==> config.mk <==
export PLATFORM = sky130hd
export DESIGN_NAME = nib_target_ctrl
export DESIGN_NICKNAME = d
export VERILOG_FILES = /design/src/rtl/nib_pkg.sv /design/src/rtl/nib_hs4.sv /design/src/rtl/nib_len_cnt.sv /design/src/rtl/nib_target_ctrl.sv
export SDC_FILE = /design/constraint.sdc
export NUM_CORES = 1
export LEC_CHECK = 0
export ABC_CLOCK_PERIOD_IN_PS = 4900
export BUFFER_PORTS_ARGS = -buffer_cell sky130_fd_sc_hd__buf_2
export CORE_UTILIZATION = 35
export CTS_CLUSTER_SIZE = 10
export DETAILED_ROUTE_END_ITERATION = 8
export GPL_ROUTABILITY_DRIVEN = 0
export SETUP_SLACK_MARGIN = 0.5
export SLEW_MARGIN = 15
export SYNTH_ARGS = -nofsm -noshare
export SYNTH_HDL_FRONTEND = slang
export SYNTH_SLANG_ARGS = --single-unit
==> constraint.sdc <==
create_clock -name clk -period 4.9 [get_ports clk]
set_clock_uncertainty 0.2 [all_clocks]
set_input_delay 0.49 -clock clk [delete_from_list [all_inputs] [get_ports clk]]
set_output_delay 0.49 -clock clk [all_outputs]
set_load 0.1 [all_outputs]
==> src/rtl/nib_pkg.sv <==
package nib_pkg;
  typedef enum logic [2:0] {
    SQ_TX_IDLE,
    SQ_TX_NEXT,
    SQ_TX_XFER,
    SQ_TURN_RX,
    SQ_RX_NEXT,
    SQ_RX_XFER,
    SQ_TURN_TX
  } seq_st_t;

  typedef enum logic [1:0] {
    HS_IDLE,
    HS_UP,
    HS_DN
  } hs_st_t;
endpackage

==> src/rtl/nib_hs4.sv <==
module nib_hs4
  import nib_pkg::*;
(
  input  logic clk,
  input  logic rst_n,
  input  logic start,
  input  logic d2c,
  output logic c2d,
  output logic take,
  output logic done
);
  hs_st_t st;

  always_ff @(posedge clk) begin
    if (!rst_n) begin
      st <= HS_IDLE;
    end else begin
      case (st)
        HS_IDLE: if (start) st <= HS_UP;
        HS_UP:   if (d2c)   st <= HS_DN;
        HS_DN:   if (!d2c)  st <= HS_IDLE;
        default: st <= HS_IDLE;
      endcase
    end
  end

  // request line is high only in the raise phase
  assign c2d  = (st == HS_UP);
  assign take = (st == HS_UP) && d2c;
  assign done = (st == HS_DN) && !d2c;
endmodule

==> src/rtl/nib_len_cnt.sv <==
module nib_len_cnt #(
  parameter int LEN_W = 8
) (
  input  logic             clk,
  input  logic             rst_n,
  input  logic             inc,
  input  logic [LEN_W-1:0] out_len,
  output logic             is_last
);
  logic [LEN_W-1:0] cnt;
  logic [LEN_W:0]   nxt;

  assign nxt     = {1'b0, cnt} + 1'b1;
  assign is_last = (nxt == {1'b0, out_len});

  always_ff @(posedge clk) begin
    if (!rst_n)  cnt <= '0;
    else if (inc) cnt <= is_last ? '0 : nxt[LEN_W-1:0];
  end
endmodule

==> src/rtl/nib_target_ctrl.sv <==
module nib_target_ctrl
  import nib_pkg::*;
#(
  parameter int NIB_W = 4,
  parameter int LEN_W = 8
) (
  input  logic               clk,
  input  logic               rst_n,
  input  logic               mode_full,
  input  logic [LEN_W-1:0]   out_len,
  input  logic [2*NIB_W-1:0] s_tdata,
  input  logic               s_tvalid,
  input  logic               s_tlast,
  output logic               s_tready,
  output logic [2*NIB_W-1:0] m_tdata,
  output logic               m_tvalid,
  output logic               m_tlast,
  input  logic               m_tready,
  output logic               dut_rst,
  output logic               dir_ctl,
  output logic [NIB_W-1:0]   hd_dout,
  output logic               hd_doe,
  input  logic [NIB_W-1:0]   hd_din,
  output logic [NIB_W-1:0]   fd_dout,
  input  logic [NIB_W-1:0]   fd_din,
  output logic               hs_c2d,
  input  logic               hs_d2c,
  input  logic               dut_busy
);
  localparam int BYTE_W = 2 * NIB_W;

  seq_st_t           st;
  logic [BYTE_W-1:0] tx_byte;
  logic              tx_last;
  logic              nib_lo;
  logic [NIB_W-1:0]  rx_hi, rx_lo, din, cur_nib;
  logic              dir_q, doe_q, rst_q;
  logic              hs_start, hs_take, hs_done, len_last, rx_byte_done;

  nib_hs4 u_hs (
    .clk   (clk),
    .rst_n (rst_n),
    .start (hs_start),
    .d2c   (hs_d2c),
    .c2d   (hs_c2d),
    .take  (hs_take),
    .done  (hs_done)
  );

  nib_len_cnt #(.LEN_W(LEN_W)) u_len (
    .clk     (clk),
    .rst_n   (rst_n),
    .inc     (rx_byte_done),
    .out_len (out_len),
    .is_last (len_last)
  );

  always_ff @(posedge clk) begin
    if (!rst_n) rst_q <= 1'b1;
    else        rst_q <= 1'b0;
  end
  assign dut_rst = rst_q;

  assign s_tready = (st == SQ_TX_IDLE) && !dut_busy && !rst_q;

  always_comb begin
    case (st)
      SQ_TX_IDLE: hs_start = s_tvalid && s_tready;
      SQ_TX_NEXT: hs_start = !dut_busy;
      SQ_RX_NEXT: hs_start = !dut_busy && (nib_lo || !m_tvalid);
      default:    hs_start = 1'b0;
    endcase
  end

  assign rx_byte_done = (st == SQ_RX_XFER) && hs_done && nib_lo;
  assign din          = mode_full ? fd_din : hd_din;
  assign cur_nib      = nib_lo ? tx_byte[NIB_W-1:0] : tx_byte[BYTE_W-1:NIB_W];
  assign hd_dout      = cur_nib;
  assign fd_dout      = cur_nib;
  assign hd_doe       = doe_q && !mode_full;
  assign dir_ctl      = dir_q;

  always_ff @(posedge clk) begin
    if (!rst_n) begin
      st       <= SQ_TX_IDLE;
      tx_byte  <= '0;
      tx_last  <= 1'b0;
      nib_lo   <= 1'b0;
      rx_hi    <= '0;
      rx_lo    <= '0;
      dir_q    <= 1'b1;
      doe_q    <= 1'b1;
      m_tvalid <= 1'b0;
      m_tdata  <= '0;
      m_tlast  <= 1'b0;
    end else begin
      if (m_tvalid && m_tready) m_tvalid <= 1'b0;
      if (hs_take && st == SQ_RX_XFER) begin
        if (nib_lo) rx_lo <= din;
        else        rx_hi <= din;
      end
      case (st)
        SQ_TX_IDLE: if (hs_start) begin
          tx_byte <= s_tdata;
          tx_last <= s_tlast;
          nib_lo  <= 1'b0;
          st      <= SQ_TX_XFER;
        end
        SQ_TX_NEXT: if (hs_start) st <= SQ_TX_XFER;
        SQ_TX_XFER: if (hs_done) begin
          if (!nib_lo) begin
            nib_lo <= 1'b1;
            st     <= SQ_TX_NEXT;
          end else begin
            nib_lo <= 1'b0;
            if (tx_last && out_len != '0) begin
              if (mode_full) st <= SQ_RX_NEXT;
              else begin
                doe_q <= 1'b0;          // release drivers first
                st    <= SQ_TURN_RX;
              end
            end else begin
              st <= SQ_TX_IDLE;
            end
          end
        end
        SQ_TURN_RX: begin
          dir_q <= 1'b0;                // hand bus to device
          st    <= SQ_RX_NEXT;
        end
        SQ_RX_NEXT: if (hs_start) st <= SQ_RX_XFER;
        SQ_RX_XFER: if (hs_done) begin
          if (!nib_lo) begin
            nib_lo <= 1'b1;
            st     <= SQ_RX_NEXT;
          end else begin
            nib_lo   <= 1'b0;
            m_tdata  <= {rx_hi, rx_lo};
            m_tvalid <= 1'b1;
            m_tlast  <= len_last;
            if (!len_last)      st <= SQ_RX_NEXT;
            else if (mode_full) st <= SQ_TX_IDLE;
            else begin
              dir_q <= 1'b1;            // take bus back first
              st    <= SQ_TURN_TX;
            end
          end
        end
        SQ_TURN_TX: begin
          doe_q <= 1'b1;
          st    <= SQ_TX_IDLE;
        end
        default: st <= SQ_TX_IDLE;
      endcase
    end
  end
endmodule

==> out/qor.txt <==
ROUTE
---------------------------------------------------------------------------------
Initial drt markers ................................................           68
Vias after detailed routing ........................................        2,063
Post-route DRC violation count .....................................            2
Iteration count of the initial detailed-routing pass ...............            6
Via density ........................................................         5.12
Detailed-route wire length .........................................      5.27 mm
Antenna-violating nets left ........................................            0
Routed wire per std cell ...........................................      13.1 um

GLOBAL ROUTING
---------------------------------------------------------------------------------
GRT Residual Overflow ..............................................            0
Pin count of the biggest net entering global routing ...............           35
Wire length of the first global-routing pass .......................      8.83 mm
Antenna violations before repair ...................................            0
Tot GR Track Use ...................................................        15.3%
Vias in the first global route .....................................        1,885

FLOORPLAN
---------------------------------------------------------------------------------
Die outline height .................................................      84.4 um
Number of cell rows ................................................           29
Effective utilization at floorplan .................................        36.7%
Area of the core ...................................................    6460 um^2
Die Footprint ......................................................    7110 um^2
Top Ports ..........................................................           55
Die Span X .........................................................      84.4 um

LOGIC SYNTHESIS
---------------------------------------------------------------------------------
Library cell occupying the most area in the post-synthesis netlist . sky130_fd_sc_hd__dfxtp_1
Share of synthesized flip-flops with an asynchronous set or reset ..           0%
Gate count of the mapped netlist ...................................          283
Synthesized area divided by synthesized cell count .................    8.39 um^2
Number of enable-type register cells in the synthesized netlist ....            0
Number of different library cells in the post-synthesis netlist ....           57
Dominant cells by area after synthesis ............................. sky130_fd_sc_hd__dfxtp_1, sky130_fd_sc_hd__nor2_1, sky130_fd_sc_hd__mux2i_1, sky130_fd_sc_hd__nand2_1, sky130_fd_sc_hd__a21oi_1
Post-synthesis instance area .......................................    2370 um^2
Warning count from the yosys run ...................................            0
Post-synthesis sequential area ratio ...............................        37.1%
Synth cell count leaders ........................................... sky130_fd_sc_hd__dfxtp_1, sky130_fd_sc_hd__nor2_1, sky130_fd_sc_hd__nand2_1
Most used flip-flop cell after synthesis ........................... sky130_fd_sc_hd__dfxtp_1
Net count of the mapped netlist ....................................          316
Share of the synthesized area in the top cell type .................        37.1%
Number of synthesized register bits ................................           44

STA
---------------------------------------------------------------------------------
Relative slew slack ................................................        36.7%
Smallest hold slack ................................................     0.230 ns
Maximum clock frequency ............................................      399 MHz
Aggregate negative setup slack .....................................         0 ns
Setup violations, final ............................................            0
Number of hold violations in the final report ......................            0
Period minus WS final ..............................................      2.51 ns
Unrepaired setup endpoints after global routing ....................           no
Worst-margin pin slew ..............................................     0.943 ns
Final period util ..................................................        51.2%
Number of max-slew violations in the final report ..................            0

CLOCK TREE
---------------------------------------------------------------------------------
Sinks on Clock Net .................................................           44
Number of cells upsized or downsized after cts .....................            0
Quantity of hold-fixing buffers added after cts ....................            0
CTS tree ...........................................................          yes
Clock transition at path regs ......................................      0.08 ns
Number of H-tree levels ............................................            2
Number of buffers created by CTS ...................................            5
CTS root buffer .................................................... sky130_fd_sc_hd__clkbuf_8
Max clock buf depth ................................................            2
Setup bufs post-CTS ................................................            0
Latest clock arrival within the worst-skew pair ....................      0.30 ns

JOB
---------------------------------------------------------------------------------
# Max-Cap Violations ...............................................            0

CRITICAL PATH
---------------------------------------------------------------------------------
Critical path arrival ..............................................      2.47 ns
Kind of capture point of the worst setup path ......................    flip-flop
Critical Path Start Type ...........................................    flip-flop
Req. time, crit path ...............................................      4.86 ns
Type of the worst setup path ....................................... flip-flop to flip-flop
Number of cells traversed by the worst register-to-register path ...            6
CP Max Fanout ......................................................           16

OUTCOME
---------------------------------------------------------------------------------
Status ............................................................. finished with violations
Violations in the final reports ....................................          DRC

PWR
---------------------------------------------------------------------------------
P_leak .............................................................      1.08 nW
Power per cell area ................................................  279 nW/um^2
Largest voltage drop on the vdd net ................................   0.000206 V
Power consumption ..................................................   0.000768 W

FINISH
---------------------------------------------------------------------------------
FF+latch area ......................................................     881 um^2
Layout net count ...................................................          358
Area growth from synthesis to layout ...............................        15.9%
Number of fill cells ...............................................          686
Total area of multi-input combinational cells ......................    1370 um^2
Ratio of cells with drive above 1 in the final layout ..............        25.8%
Antenna cells ......................................................            0

PLACED DESIGN
---------------------------------------------------------------------------------
Total of buffers placed on input and output ports ..................           54
Post-DP HPWL .......................................................      3.83 mm

HOLD PATH
---------------------------------------------------------------------------------
Worst hold path depth ..............................................            3
Worst min path class ............................................... input port to flip-flop

## where the power goes
part	leakage, nW	switching, W	internal [W]
combinational	0.665	0.0000711	0.0000322
clock	0.0614	0.000128	0.000167
sequential	0.356	0.00000772	0.000362
## layer usage
layer	up-vias	GRT usage (%)	share of wire, %
li1	1061	-	-
met1	941	20.8	50
met2	55	24.5	44
met3	6	2.95	4.9
met4	0	5.08	1.3
met5	-	0	0
## worst paths after layout
kind / endpoint / from / slack (ns)
setup / recovery: st[2]$_SDFFE_PN0P_ / st[1]$_SDFFE_PN0P_ / 2.39
hold / removal: tx_byte[7]$_SDFFE_PN0P_ / s_tdata[7] / 0.23
setup reg to reg: st[2]$_SDFFE_PN0P_ / st[1]$_SDFFE_PN0P_ / 2.39
hold reg to reg: m_tdata[7]$_SDFFE_PN0P_ / m_tdata[7]$_SDFFE_PN0P_ / 0.25
## final cells by class
type	instances	area share, %
Multi-Input combinational cell	216	49.7
Timing Repair Buffer	54	9.83
Tap cell	77	3.50
Clock buffer	6	3.00
Clock inverter	2	1.41
Sequential cell	44	32.0
Inverter	4	0.546
## sequential cells by signal (all words and copies together), names as in the netlist, 2 cells and up
signal and cells:
st 3, rx_lo 4, u_len.cnt 8, rx_hi 4, m_tdata 8, u_hs.st 2, tx_byte 8
## worst max-delay path, stage by stage, from the launching register on
cell and delay (ns):
sky130_fd_sc_hd__dfxtp_1 0.68, sky130_fd_sc_hd__nor2_2 0.11, sky130_fd_sc_hd__and4b_1 0.43, sky130_fd_sc_hd__a2111oi_0 0.47
sky130_fd_sc_hd__a21oi_1 0.15, sky130_fd_sc_hd__a41oi_1 0.24, sky130_fd_sc_hd__o22ai_1 0.09
## placed cells by master (no fill, tap or decap), types with 3 or more instances in the layout
| cell type | netlist | final |
|---|---|---|
| sky130_fd_sc_hd__buf_2 | 5 | 54 |
| sky130_fd_sc_hd__nor2_1 | 44 | 44 |
| sky130_fd_sc_hd__dfxtp_1 | 44 | 44 |
| sky130_fd_sc_hd__nand2_1 | 34 | 34 |
| sky130_fd_sc_hd__a21oi_1 | 24 | 24 |
| sky130_fd_sc_hd__mux2i_1 | 15 | 15 |
| sky130_fd_sc_hd__xnor2_1 | 8 | 8 |
| sky130_fd_sc_hd__o21ai_0 | 7 | 7 |
| sky130_fd_sc_hd__xor2_1 | 7 | 7 |
| sky130_fd_sc_hd__nor2b_1 | 6 | 6 |
| sky130_fd_sc_hd__nand3_1 | 6 | 6 |
| sky130_fd_sc_hd__o21ai_1 | 6 | 6 |
| sky130_fd_sc_hd__clkbuf_8 | 0 | 6 |
| sky130_fd_sc_hd__a211oi_1 | 5 | 5 |
| sky130_fd_sc_hd__nand2b_1 | 5 | 5 |
| sky130_fd_sc_hd__mux2_2 | 4 | 4 |
| sky130_fd_sc_hd__nor4_1 | 3 | 3 |
| sky130_fd_sc_hd__inv_1 | 3 | 3 |
## kinds of logic after synthesis
| logic type | share of synthesized area (%) |
|---|---|
| simple gates | 26.5 |
| xor+xnor | 6.22 |
| fa+ha+maj | 0.527 |
| buf+inv | 5.32 |
| flops | 37.1 |
| mux | 8.22 |
| compound gates | 16.1 |
## through the flow
stage	cell area (um^2)	worst slack, ns	utilization [%]	std cells
finish	2750	2.39	42.6	403
global route	2750	2.16	42.6	403
CTS	2750	2.41	42.6	403
detailed placement	2630	2.45	40.7	395
global placement	2630	2.48	40.7	395
floorplan	2370	0.546	-	283
No activity file was read; power rests on OpenSTA's default activity.
